===== config.mk =====
export PLATFORM = sky130hd
export DESIGN_NAME = i2c_target
export DESIGN_NICKNAME = d
export VERILOG_FILES = /design/src/rtl/i2ct_pkg.sv /design/src/rtl/i2ct_deglitch.sv /design/src/rtl/i2ct_addr_cmp.sv /design/src/rtl/i2c_target.sv
export SDC_FILE = /design/constraint.sdc
export NUM_CORES = 1
export LEC_CHECK = 0
export BUFFER_PORTS_ARGS = -buffer_cell sky130_fd_sc_hd__buf_2
export CAP_MARGIN = 10
export CORE_UTILIZATION = 58
export DETAILED_ROUTE_END_ITERATION = 16
export PLACE_DENSITY = 0.8
export SYNTH_ARGS = -nofsm -noshare
export SYNTH_HDL_FRONTEND = slang
export SYNTH_SLANG_ARGS = --single-unit

===== constraint.sdc =====
create_clock -name clk -period 2.8 [get_ports clk]
set_input_delay 0.28 -clock clk [delete_from_list [all_inputs] [get_ports clk]]
set_output_delay 0.28 -clock clk [all_outputs]
set_load 0.005 [all_outputs]

===== src/rtl/i2ct_pkg.sv =====
package i2ct_pkg;
   typedef enum logic [2:0] {
      ST_IDLE, ST_ADDR1, ST_ADDR2, ST_RX, ST_TX, ST_ACK, ST_MACK
   } i2ct_state_e;
   localparam logic [4:0] HDR10 = 5'b11110;
   localparam int BYTE_W = 8;
endpackage


===== src/rtl/i2ct_deglitch.sv =====
module i2ct_deglitch #(
   parameter int STABLE_CYC = 4,
   parameter bit RESET_VAL  = 1'b1
) (
   input  logic clk,
   input  logic rst_n,
   input  logic pin_i,
   output logic filt_o
);
   localparam int CW = $clog2(STABLE_CYC);

   generate
      if (STABLE_CYC < 2) begin : g_bad_len
         $error("STABLE_CYC must be at least 2");
      end
   endgenerate

   logic [1:0]    sync_q;
   logic [CW-1:0] cnt_q;
   logic          filt_q;

   always_ff @(posedge clk or negedge rst_n) begin
      if (!rst_n) begin
         sync_q <= {2{RESET_VAL}};
         cnt_q  <= '0;
         filt_q <= RESET_VAL;
      end else begin
         sync_q <= {sync_q[0], pin_i};
         if (sync_q[1] == filt_q) begin
            cnt_q <= '0;
         end else if (cnt_q == CW'(STABLE_CYC - 1)) begin
            filt_q <= sync_q[1];
            cnt_q  <= '0;
         end else begin
            cnt_q <= cnt_q + 1'b1;
         end
      end
   end

   assign filt_o = filt_q;

   // filtered level moves only after a full run of disagreeing samples
   a_r1_full_run: assert property (@(posedge clk) disable iff (!rst_n)
      (filt_q != $past(filt_q)) |-> ($past(cnt_q) == CW'(STABLE_CYC - 1)));
endmodule


===== src/rtl/i2ct_addr_cmp.sv =====
module i2ct_addr_cmp
   import i2ct_pkg::*;
#(
   parameter bit GC_EN = 1'b1
) (
   input  logic [BYTE_W-1:0] byte_i,
   input  logic [9:0]        own_i,
   output logic              hit7_o,
   output logic              hdr10_o,
   output logic              lo10_o,
   output logic              gcall_o
);
   assign hit7_o  = (byte_i[7:1] == own_i[6:0]);
   assign hdr10_o = (byte_i[7:3] == HDR10) && (byte_i[2:1] == own_i[9:8]);
   assign lo10_o  = (byte_i == own_i[7:0]);

   generate
      if (GC_EN) begin : g_gc
         assign gcall_o = (byte_i == '0);
      end else begin : g_no_gc
         assign gcall_o = 1'b0;
      end
   endgenerate
endmodule


===== src/rtl/i2c_target.sv =====
module i2c_target
   import i2ct_pkg::*;
#(
   parameter int FILT_CYC = 4,
   parameter bit GC_EN    = 1'b1
) (
   input  logic        clk,
   input  logic        rst_n,
   input  logic        scl_i,
   input  logic        sda_i,
   output logic        sda_oe,
   input  logic [9:0]  own_addr,
   input  logic        mode_10b,
   input  logic [7:0]  tx_data,
   output logic [7:0]  rx_data,
   output logic        rx_full,
   input  logic        rx_ack,
   output logic        ovf,
   output logic        addr_hit,
   output logic        gen_call,
   output logic        rd_mode,
   output logic        bus_s,
   output logic        bus_p,
   output logic        irq
);
   localparam int LINES = 2;
   localparam int CNT_W = $clog2(BYTE_W);

   logic [LINES-1:0] raw, filt;
   assign raw = {scl_i, sda_i};

   generate
      for (genvar i = 0; i < LINES; i++) begin : g_line
         i2ct_deglitch #(.STABLE_CYC(FILT_CYC), .RESET_VAL(1'b1)) u_flt (
            .clk(clk), .rst_n(rst_n), .pin_i(raw[i]), .filt_o(filt[i]));
      end
   endgenerate

   logic scl_f, sda_f, scl_d, sda_d;
   assign scl_f = filt[1];
   assign sda_f = filt[0];

   logic scl_rise, scl_fall, start, stop;
   assign scl_rise = scl_f & ~scl_d;
   assign scl_fall = ~scl_f & scl_d;
   assign start    = scl_f & scl_d & sda_d & ~sda_f;
   assign stop     = scl_f & scl_d & ~sda_d & sda_f;

   i2ct_state_e st_q, nxt_q;
   logic             ph_q, ack_q, mack_q, sda_oe_q;
   logic [CNT_W-1:0] cnt_q;
   logic [6:0]       sh_q, tx_q;
   logic [7:0]       buf_q;
   logic             full_q, ovf_q, hit_q, gc_q, rd_q, hi_ok_q, s_q, p_q, irq_q;

   logic [BYTE_W-1:0] nb;
   assign nb = {sh_q, sda_f};

   logic hit7, hdr10, lo10, gcall;
   i2ct_addr_cmp #(.GC_EN(GC_EN)) u_cmp (
      .byte_i(nb), .own_i(own_addr), .hit7_o(hit7), .hdr10_o(hdr10),
      .lo10_o(lo10), .gcall_o(gcall));

   // decision taken when the 8th bit of a received byte is sampled
   logic d_ack, d_hit, d_gc, d_rd, d_hiok, d_store, d_ovf;
   i2ct_state_e d_nxt;
   always_comb begin
      d_ack = 1'b0; d_hit = 1'b0; d_gc = 1'b0; d_rd = 1'b0;
      d_hiok = 1'b0; d_store = 1'b0; d_ovf = 1'b0; d_nxt = ST_IDLE;
      case (st_q)
         ST_ADDR1: begin
            if (gcall) begin
               d_ack = 1'b1; d_hit = 1'b1; d_gc = 1'b1; d_nxt = ST_RX;
            end else if (!mode_10b && hit7) begin
               d_ack = 1'b1; d_hit = 1'b1; d_rd = nb[0];
               d_nxt = nb[0] ? ST_TX : ST_RX;
            end else if (mode_10b && hdr10 && !nb[0]) begin
               d_ack = 1'b1; d_nxt = ST_ADDR2;
            end else if (mode_10b && hdr10 && hi_ok_q) begin
               d_ack = 1'b1; d_hit = 1'b1; d_rd = 1'b1; d_nxt = ST_TX;
            end
         end
         ST_ADDR2: begin
            if (lo10) begin
               d_ack = 1'b1; d_hit = 1'b1; d_hiok = 1'b1; d_nxt = ST_RX;
            end
         end
         ST_RX: begin
            if (full_q && !rx_ack) begin
               d_ovf = 1'b1;
            end else begin
               d_store = 1'b1; d_ack = 1'b1; d_nxt = ST_RX;
            end
         end
         default: ;
      endcase
   end

   always_ff @(posedge clk or negedge rst_n) begin
      if (!rst_n) begin
         st_q <= ST_IDLE; nxt_q <= ST_IDLE; ph_q <= 1'b0; ack_q <= 1'b0;
         mack_q <= 1'b0; sda_oe_q <= 1'b0; cnt_q <= '0; sh_q <= '0; tx_q <= '0;
         buf_q <= '0; full_q <= 1'b0; ovf_q <= 1'b0; hit_q <= 1'b0; gc_q <= 1'b0;
         rd_q <= 1'b0; hi_ok_q <= 1'b0; s_q <= 1'b0; p_q <= 1'b0; irq_q <= 1'b0;
         scl_d <= 1'b1; sda_d <= 1'b1;
      end else begin
         irq_q <= 1'b0;
         scl_d <= scl_f;
         sda_d <= sda_f;
         if (rx_ack) begin
            full_q <= 1'b0;
            ovf_q  <= 1'b0;
         end
         if (start) begin
            st_q <= ST_ADDR1; cnt_q <= '0; ph_q <= 1'b0; sda_oe_q <= 1'b0;
            s_q <= 1'b1; p_q <= 1'b0; hit_q <= 1'b0; gc_q <= 1'b0; rd_q <= 1'b0;
         end else if (stop) begin
            st_q <= ST_IDLE; sda_oe_q <= 1'b0; s_q <= 1'b0; p_q <= 1'b1;
            hit_q <= 1'b0; gc_q <= 1'b0; rd_q <= 1'b0; hi_ok_q <= 1'b0; irq_q <= 1'b1;
         end else if (scl_rise) begin
            case (st_q)
               ST_ADDR1, ST_ADDR2, ST_RX: begin
                  sh_q  <= nb[6:0];
                  cnt_q <= cnt_q + 1'b1;
                  if (cnt_q == CNT_W'(BYTE_W - 1)) begin
                     st_q <= ST_ACK; ph_q <= 1'b0; ack_q <= d_ack; nxt_q <= d_nxt;
                     if (d_hit)  hit_q   <= 1'b1;
                     if (d_gc)   gc_q    <= 1'b1;
                     if (d_rd)   rd_q    <= 1'b1;
                     if (d_hiok) hi_ok_q <= 1'b1;
                     if (d_ovf)  ovf_q   <= 1'b1;
                     if (d_store) begin
                        buf_q  <= nb;
                        full_q <= 1'b1;
                     end
                     irq_q <= d_hit | d_store;
                  end
               end
               ST_TX: begin
                  cnt_q <= cnt_q + 1'b1;
                  if (cnt_q == CNT_W'(BYTE_W - 1)) begin
                     st_q <= ST_MACK; ph_q <= 1'b0; irq_q <= 1'b1;
                  end
               end
               ST_MACK: if (ph_q) mack_q <= ~sda_f;
               default: ;
            endcase
         end else if (scl_fall) begin
            case (st_q)
               ST_ACK: begin
                  if (!ph_q) begin
                     sda_oe_q <= ack_q; ph_q <= 1'b1;
                  end else begin
                     ph_q <= 1'b0; cnt_q <= '0; st_q <= nxt_q;
                     if (nxt_q == ST_TX) begin
                        tx_q <= tx_data[6:0]; sda_oe_q <= ~tx_data[7];
                     end else begin
                        sda_oe_q <= 1'b0;
                     end
                  end
               end
               ST_TX: begin
                  tx_q     <= {tx_q[5:0], 1'b0};
                  sda_oe_q <= ~tx_q[6];
               end
               ST_MACK: begin
                  if (!ph_q) begin
                     sda_oe_q <= 1'b0; ph_q <= 1'b1;
                  end else begin
                     ph_q <= 1'b0; cnt_q <= '0;
                     if (mack_q) begin
                        tx_q <= tx_data[6:0]; sda_oe_q <= ~tx_data[7]; st_q <= ST_TX;
                     end else begin
                        st_q <= ST_IDLE;
                     end
                  end
               end
               default: ;
            endcase
         end
      end
   end

   assign sda_oe   = sda_oe_q;
   assign rx_data  = buf_q;
   assign rx_full  = full_q;
   assign ovf      = ovf_q;
   assign addr_hit = hit_q;
   assign gen_call = gc_q;
   assign rd_mode  = rd_q;
   assign bus_s    = s_q;
   assign bus_p    = p_q;
   assign irq      = irq_q;

   // start and stop flags are mutually exclusive
   a_r2_sp_exclusive: assert property (@(posedge clk) disable iff (!rst_n)
      !(s_q && p_q));
   // overflow only rises when the buffer was already occupied
   a_r9_ovf_needs_full: assert property (@(posedge clk) disable iff (!rst_n)
      $rose(ovf_q) |-> $past(full_q));
   // event pulse lasts one cycle
   a_r11_irq_pulse: assert property (@(posedge clk) disable iff (!rst_n)
      irq_q |=> !irq_q);
   // data line drive moves only in the low clock phase or on a bus condition
   a_r12_sda_low_phase: assert property (@(posedge clk) disable iff (!rst_n)
      !$stable(sda_oe_q) |-> $past(!scl_f || start || stop));
endmodule


* Word level (Yosys, flattened, before mapping)
Cells that the tools add are included.
** Storage, ports and cells
- Output and inout port bits :: 17
- Logic and storage cells :: 245
- Register bits :: 56
- Bits of input ports :: 24
** Operators by class
- Bitwise logic cells :: 19
- Eq/ne operators :: 30
- Reduce and logical (&&, ||, !) cells :: 47
- Muxes and demuxes :: 119
- Add/sub/neg operators :: 3
** Operators with widths (number)
- 1-bit 2-to-1 mux :: 80
- 3-bit 2-to-1 mux :: 21
- 3-bit nonzero test :: 11
- 7-bit 2-to-1 mux :: 4
- 5-bit != test (second input constant) :: 5
- 5-bit AND reduction :: 5
- 7-bit case mux with 3 select lines :: 1
- 4-bit AND reduction :: 5
- 3-bit == test (second input constant) :: 5
- 2-bit 2-to-1 mux :: 6
- 3-bit case mux with 2 select lines :: 2
- 1-bit inverter :: 11
- 2-bit != test (second input constant) :: 5
- 2-bit nonzero test :: 5
- 5-bit nonzero test :: 2
- 3-bit case mux with 3 select lines :: 1
- 9-bit AND reduction :: 1
- 8-bit == test :: 1
- 8-bit zero test :: 1
- 1-bit AND :: 7
- 7-bit == test :: 1
- 7-bit AND reduction :: 1
- 3-bit by 2-bit == test with 1-bit output (second input constant) :: 2
- 1-bit logical AND :: 6
- other kinds (20) :: 29

* Depth between registers and ports, before layout
Gate-level depths: netlist of the first run.
- Depth after elaboration :: 15
- Gate-level depth with buffers :: 9
- Gate-level depth less buffers :: 7

* Cells and area by module
A second synthesis of the first run with hierarchy kept.
** Unflattened totals
- Cells, all modules :: 263
- Area total of the unflattened synthesis :: 2992.9 µm²
** Modules (own cells, without submodules)
- i2c_target :: seq. area each 1153.6 µm², instances 1, area an instance 2428.6 µm², cells an instance 216
- i2ct_deglitch :: seq. area each 128.9 µm², instances 2, area an instance 177.7 µm², cells an instance 10
- i2ct_addr_cmp :: seq. area each 0.0 µm², instances 1, area an instance 209.0 µm², cells an instance 27

* Least setup slack after synthesis of the first run
Ideal clock, no wire load.
- Path kind :: reg-to-reg
- From :: reg g_line[1].u_flt.filt_q
- To :: reg buf_q[4], in the netlist rx_data[4]
- Data required time :: 2675 ps
- Slack :: 749 ps
- Period minus slack after synthesis :: 2051 ps
- Buffers on the path :: 2
- Setup time :: 125 ps
- Stages on the path, launching flop included :: 8
- Arrival time :: 1926 ps
- Cell sequence :: dfstp_2 > ha_1 > buf_2 > buf_2 > nand3b_1 > nor3_4 > nand2_4 > mux2_4
** Between the ends
- Cells in the longest elaborated chain, start to end :: 5
- Elaborated cells on any way between the ends :: 9
- Those cells by class :: bitwise (8); reduce/logical (1)
** Ends and longest elaborated chain
- from (decl) :: line i2ct_deglitch.sv:20 : logic filt_q;
- from (signal assigned) :: line i2ct_deglitch.sv:32 : filt_q <= sync_q[1];
- 1-bit AND :: line i2c_target.sv:46, i2c_target.sv:47
- 1-bit AND (on tied branches) (2 in series) :: line i2c_target.sv:47, i2c_target.sv:46
- 1-bit inverter (no source line)
- 6-bit AND reduction (no source line) *
- to (signal assigned) :: line i2c_target.sv:133 : buf_q <= nb;
- to (decl) :: line i2c_target.sv:53 : logic [7:0] buf_q;
Every way passes the cells marked *; elsewhere a longest branch is shown, timed or not.
A chain may end at the register's enable or synchronous reset.

* Final worst setup path of the first run
- From :: reg g_line[1].u_flt.filt_q
- To :: reg buf_q[1], in the netlist rx_data[1]
The elaborated chain is that of the path after synthesis.

==> metrics.md, run 1 <==
| Metric | Value |
|---|---|
| Initial Util | `0.6024` |
| Max cap viols | `0` |
| Layout cells sized above 1 | `0.2431` |
| Clk sinks | `56` |
| Critical path class | `reg -> reg` |
| DPL Wire Length | `4412 um` |
| Final hold violations | `0` |
| Largest net degree at the start of global routing | `35` |
| Diodes inserted | `0` |
| I/O Buffers | `40` |
| Final worst slack | `~370 ps` |
| Post-synthesis sequential area ratio | `0.4587` |
| Least-Margin Pin Slew | `roughly 970 ps` |
| CP endpoint kind | `register` |
| CTS buffer count | `5` |
| Min Tclk post-route | `around 2400 ps` |
| Post-synth EDFFs | `0` |
| FILL cells | `slightly above 400` |
| Die ar. | `between 5000 and 6000 um^2` |
| Met2 GRT Util | `0.3564` |
| RSZ-0062 raised after global routing | `no` |
| GR Util All Layers | `0.2362` |
| Starting DRC count in detailed routing | `just under 200` |
| Syn nets | `about 320` |
| Hold Crit Class | `in -> async` |
| CTS Buffer Depth | `2` |
| Vias in the first global route | `a little over 2000` |
| Num rows | `26` |
| DR vias/cell | `around 5.7` |
| Arrival time worst endpoint | `2620 ps` |
| Crit path max-delay cell type | `dfstp_2` |
| F_max | `~400 MHz` |
| Dpl cells | `387` |
| WL final | `between 6000 and 7000 um` |
| Post-CTS Resized | `0` |
| Post-synth ARST share | `1.000` |
| Worst skew pair latency | `about 310 ps` |
| Grt met1 use | `0.3516` |
| # nets final | `355` |
| Final setup viols | `0` |
| PwrDens | `about 840 nW/um^2` |
| First-pass GRT wire length | `9929 um` |
| CTS tree | `done` |
| Grt ovf | `0` |
| Number of I/O pins | `roughly 40` |
| Final Skew | `between 9 and 10 ps` |
| Synthesis-stage register bit count | `56` |
| Finished Layout Cells | `395` |
| Status | `completed` |
| Max VDD drop | `0.4459 mV` |
| Residual DRC count | `0` |
| Clk pin slew, worst setup/hold paths | `90 ps` |
| Most common flop cell mapped by yosys | `dfrtp_1` |
| # hold bufs at CTS | `0` |
| GR Util met3 | `0.04284` |
| Final setup TNS | `0 ps` |
| Die Y | `between 70 and 80 um` |
| Root buffer cell | `clkbuf_8` |
| Drt pass-1 iters | `4` |
| CP Data Required Time | `~3000 ps` |
| Final estimated routing congestion in global placement | `0.8601` |
| Crit path largest cell delay | `approximately 590 ps` |
| Post-Synthesis Cell Area | `about 3000 um^2` |
| Period utilization | `0.8661` |
| Levels on crit path | `5` |
| Drt wl/cell | `roughly 16 um` |
| Number of H-tree levels | `2` |
| Most common cell after layout, fill and taps aside | `dfrtp_1` |
| Crit path max fanout | `17` |
| Most frequent cells in the layout | `dfrtp_1 (48), buf_2 (40), nand2_1 (30)` |
| Leak | `1.640 nW` |
| Critical-path cell list | `ha_1 > nand3b_1 > nor3_4 > nand2_4 > mux2_4` |
| Max_slew headroom | `0.3517` |
| Depth of the most critical reg-to-reg path | `5` |
| DRT antenna net count | `0` |
| Startpoint types | `register` |
| Final Max Slew Viols | `0` |
| Core Region | `5107 um^2` |
| P&R area growth vs syn | `10.86%` |
| Postcts setup bufs | `0` |
| Synth cell types | `60` |
| DR vias | `between 2000 and 2500` |
| Horiz. Die Dim | `~75 um` |
| Crit path buf inv count | `0` |
| Setup slack at placement | `412.5 ps` |
| Syn Inst Count | `just under 300` |
| Most used routing layer | `met2` |
| Yosys warning count | `0` |
| Mean post-synth cell area | `10.57 um^2` |
| Initial antenna violation count | `0` |
| Cell family contributing the most delay on the critical path | `simple AND/OR/NAND/NOR gates` |
[cells in the mapped netlist, types with 3 or more instances]
cell type / n / area share
dfstp_2: 8 / 0.068
nor3b_1: 5 / 0.012
xor2_1: 6 / 0.017
clkbuf_1: 8 / 0.0098
nand2b_1: 5 / 0.010
mux2i_1: 7 / 0.023
a21o_1: 3 / 0.0073
nand3b_1: 5 / 0.012
buf_2: 7 / 0.011
nor2b_1: 10 / 0.020
nor3_1: 6 / 0.0098
nand2_1: 30 / 0.037
nand4_1: 4 / 0.0081
nor2_1: 15 / 0.018
o21ai_1: 11 / 0.018
a21oi_1: 13 / 0.021
o21ai_0: 5 / 0.0081
ha_1: 7 / 0.028
mux2_4: 8 / 0.039
mux2_1: 9 / 0.033
a31oi_1: 4 / 0.0081
xnor2_1: 15 / 0.043
dfrtp_1: 48 / 0.39
nor4_1: 3 / 0.0061
[state kept, by name (all words and copies together) (netlist names), 2 cells and up]
| name | flops |
|---|---|
| nxt_q | 3 |
| tx_q | 7 |
| cnt_q | 3 |
| g_line.u_flt.sync_q | 4 |
| st_q | 3 |
| g_line.u_flt.filt_o | 2 |
| g_line.u_flt.cnt_q | 4 |
| rx_data | 8 |
| sh_q | 7 |
[cell families after synthesis]
logic type	share of synthesized area
AOI/OAI and AO/OA	0.1224
xor gates and xnor gates	0.05978
adders and majority gates	0.02847
buffers and inverters	0.02969
DFF	0.4587
muxes	0.09842
and+or+nand+nor	0.2025
[worst reg2reg max path: stages (launching register included)]
cell and delay (ps):
dfstp_2 590, ha_1 500, nand3b_1 290, nor3_4 410, nand2_4 190, mux2_4 340
[power breakdown]
part | internal (W) | switching (W) | total [W]
Combinational | 0.000494 | 0.000586 | 0.00108
Clock | 0.000266 | 0.000261 | 0.000526
Sequential | 0.00102 | 0.000240 | 0.00126
[metrics by stage]
stage	hold slack, ps	power, W	utilization	instance area [um^2]
finish	17.14	0.002866	0.6678	3411
global route	41.36	0.003050	0.6678	3411
CTS	39.93	0.002880	0.6678	3411
detailed placement	347.2	0.002347	0.6467	3303
global placement	345.5	0.002300	0.6467	3303
floorplan	-15.59	0.002103	-	3077
[layer usage]
layer,part of all wire,vias to the layer above
met1,0.47,1078
met5,0,-
met2,0.47,57
met4,0.011,0
met3,0.047,4
li1,-,1100
[worst paths after layout]
check / slack [ps] / startpoint / to
min in group clk: 60 / scl_i / g_line[1].u_flt.sync_q[0]
max reg2reg: 370 / g_line[1].u_flt.filt_o / rx_data[1]
max in group asynchronous: 2000 / rst_n / sh_q[3]
min: 20 / rst_n / g_line[0].u_flt.cnt_q[1]
min reg2reg: 360 / g_line[1].u_flt.sync_q[0] / g_line[1].u_flt.sync_q[1]
max: 370 / g_line[1].u_flt.filt_o / rx_data[1]
[layout make-up]
type | count | area, um^2 | area share
clock inverters | 2 | 35.03 | 0.01027
inverters | 2 | 7.507 | 0.002201
clock buffers | 6 | 72.57 | 0.02128
multi-input cells | 216 | 1574 | 0.4615
repair buffers | 43 | 222.7 | 0.06530
well taps | 70 | 87.58 | 0.02568
flip-flops and latches | 56 | 1411 | 0.4138
Power figures use the tool's default switching activity.
==> inputs of run 2 (changes only) <==
CTS_BUF_LIST = sky130_fd_sc_hd__clkbuf_4 sky130_fd_sc_hd__clkbuf_8 sky130_fd_sc_hd__clkbuf_16   (was default)
PLACE_DENSITY = 0.81   (was 0.8)
==> metrics.md, run 2 (same netlist as run 1, synthesis figures left out) <==
| Metric | Value |
|---|---|
| Status | `completed` |
| I/O Buffers | `40` |
| Core Region | `5107 um^2` |
| Initial antenna violation count | `0` |
| CP endpoint kind | `register` |
| Residual DRC count | `0` |
| Clk sinks | `56` |
| Post-CTS Resized | `0` |
| Diodes inserted | `0` |
| Die Y | `74.84 um` |
| # hold bufs at CTS | `1` |
| Top Layer Used | `met4` |
| Final setup viols | `0` |
| Register area | `between 1000 and 1500 um^2` |
| Vias in the first global route | `approximately 2200` |
| Max cap viols | `0` |
| Max VDD drop | `about 0.42 mV` |
| RSZ-0062 raised after global routing | `no` |
| Horiz. Die Dim | `74.84 um` |
| CTS buffer count | `5` |
| Grt ovf | `0` |
| Min Tclk post-route | `about 2500 ps` |
| Final Max Slew Viols | `0` |
| Critical path class | `reg -> reg` |
| Crit path max fanout | `17` |
| Final hold slack | `around 60 ps` |
| Number of I/O pins | `41` |
| Most common cell after layout, fill and taps aside | `dfrtp_1` |
| Setup slack, reg-to-reg | `320 ps` |
| Worst skew pair latency | `about 310 ps` |
| Layout cells sized above 1 | `0.2454` |
| Root buffer cell | `clkbuf_8` |
| DRT met1 WL | `roughly 2800 um` |
| Postcts setup bufs | `0` |
| Least-Margin Pin Slew | `about 990 ps` |
| CP Data Required Time | `roughly 3000 ps` |
| Area occupied by multi-input gates | `1574 um^2` |
| CTS tree | `done` |
| Arrival time worst endpoint | `2710 ps` |
| Leak | `roughly 1.6 nW` |
| Period utilization | `0.8864` |
| Largest net degree at the start of global routing | `39` |
| Depth of the most critical reg-to-reg path | `6` |
| Number of H-tree levels | `2` |
| Hold Crit Class | `in -> reg` |
| Critical path launch point | `g_line[1].u_flt.filt_o` |
| Detail Route met3 WL | `roughly 330 um` |
| GR Util All Layers | `0.2491` |
| Most frequent cells in the layout | `dfrtp_1 (48), buf_2 (40), nand2_1 (30)` |
| Starting DRC count in detailed routing | `approximately 180` |
| Max_slew headroom | `0.3390` |
| Drt pass-1 iters | `4` |
| Crit path capture | `st_q[1]` |
| PwrDens | `approximately 840 nW/um^2` |
| Die ar. | `about 5600 um^2` |
| Largest register FFs | `8` |
| DPL Wire Length | `between 4000 and 5000 um` |
| FILL cells | `roughly 420` |
| Clk pin slew, worst setup/hold paths | `~100 ps` |
| First-pass GRT wire length | `roughly 10000 um` |
| Drt wl/cell | `about 16 um` |
| # nets final | `356` |
| Worst r2r src | `g_line[1].u_flt.filt_o` |
| P&R area growth vs syn | `11.31%` |
| Final estimated routing congestion in global placement | `0.8778` |
| Initial Util | `0.6024` |
| Num rows | `26` |
| Final Skew | `between 7 and 8 ps` |
| Final hold violations | `0` |
| Startpoint types | `register` |
| DR vias/cell | `5.806` |
| F_max | `402.9 MHz` |
| Crit Reg-Reg Endpoint | `st_q[1]` |
| CTS Buffer Depth | `2` |
| Final setup TNS | `0 ps` |
| DR vias | `about 2300` |
| Met2 WL | `3014 um` |
| WL final | `about 6300 um` |
| DRT antenna net count | `0` |
## run 2: cell type report
type | instances | share of cell area
multi-input cells | 216 | 0.4596
well taps | 70 | 0.02558
clock buffers | 6 | 0.02229
repair buffers | 44 | 0.06796
clock inverters | 2 | 0.01023
inverters | 2 | 0.002192
flip-flops and latches | 56 | 0.4121
## run 2: report_power, final
part | switching (W) | leakage (nW) | internal, W | total, W
Combinational | 0.000599 | 0.885 | 0.000494 | 0.00109
Sequential | 0.000240 | 0.704 | 0.00102 | 0.00126
Clock | 0.000262 | 0.0586 | 0.000276 | 0.000537
Total | 0.00110 | 1.65 | 0.00179 | 0.00289
## run 2: worst min path at each step
| stage | startpoint | to | slack [ps] | depth (start not counted) |
|---|---|---|---|---|
| floorplan | rst_n | ack_q | -20 | 0 |
| global placement | rst_n | cnt_q[1] | 240 | 1 |
| detailed placement | rst_n | cnt_q[1] | 240 | 1 |
| CTS | scl_i | g_line[1].u_flt.sync_q[0] | 60 | 1 |
| global route | sda_i | g_line[0].u_flt.sync_q[0] | 50 | 1 |
| finish | sda_i | g_line[0].u_flt.sync_q[0] | 60 | 1 |
## run 2: per-layer routing
| layer | track usage | up-vias |
|---|---|---|
| li1 | - | 1098 |
| met1 | 0.3357 | 1116 |
| met4 | 0.09015 | 0 |
| met2 | 0.4004 | 72 |
| met3 | 0.05221 | 13 |
| met5 | 0 | - |
## run 2: worst max-delay path: stages, from the launching register on
cell and delay, ps:
dfstp_2 590, ha_1 540, nor2b_1 280, a22oi_1 140
a21oi_1 400, a31oi_1 170, a311oi_1 260
## run 2: through the flow
stage | area, um^2 | std cells | total power, W | setup WS (ps) | utilization
3_5_place_dp | 3303 | 387 | 0.002349 | 402.4 | 0.6467
3_3_place_gp | 3303 | 387 | 0.002296 | 507.5 | 0.6467
6_report | 3425 | 396 | 0.002889 | 318.1 | 0.6705
2_1_floorplan | 3077 | 291 | 0.002103 | 748.7 | -
5_1_grt | 3425 | 396 | 0.003076 | 105.4 | 0.6705
4_1_cts | 3425 | 396 | 0.002889 | 389.0 | 0.6705
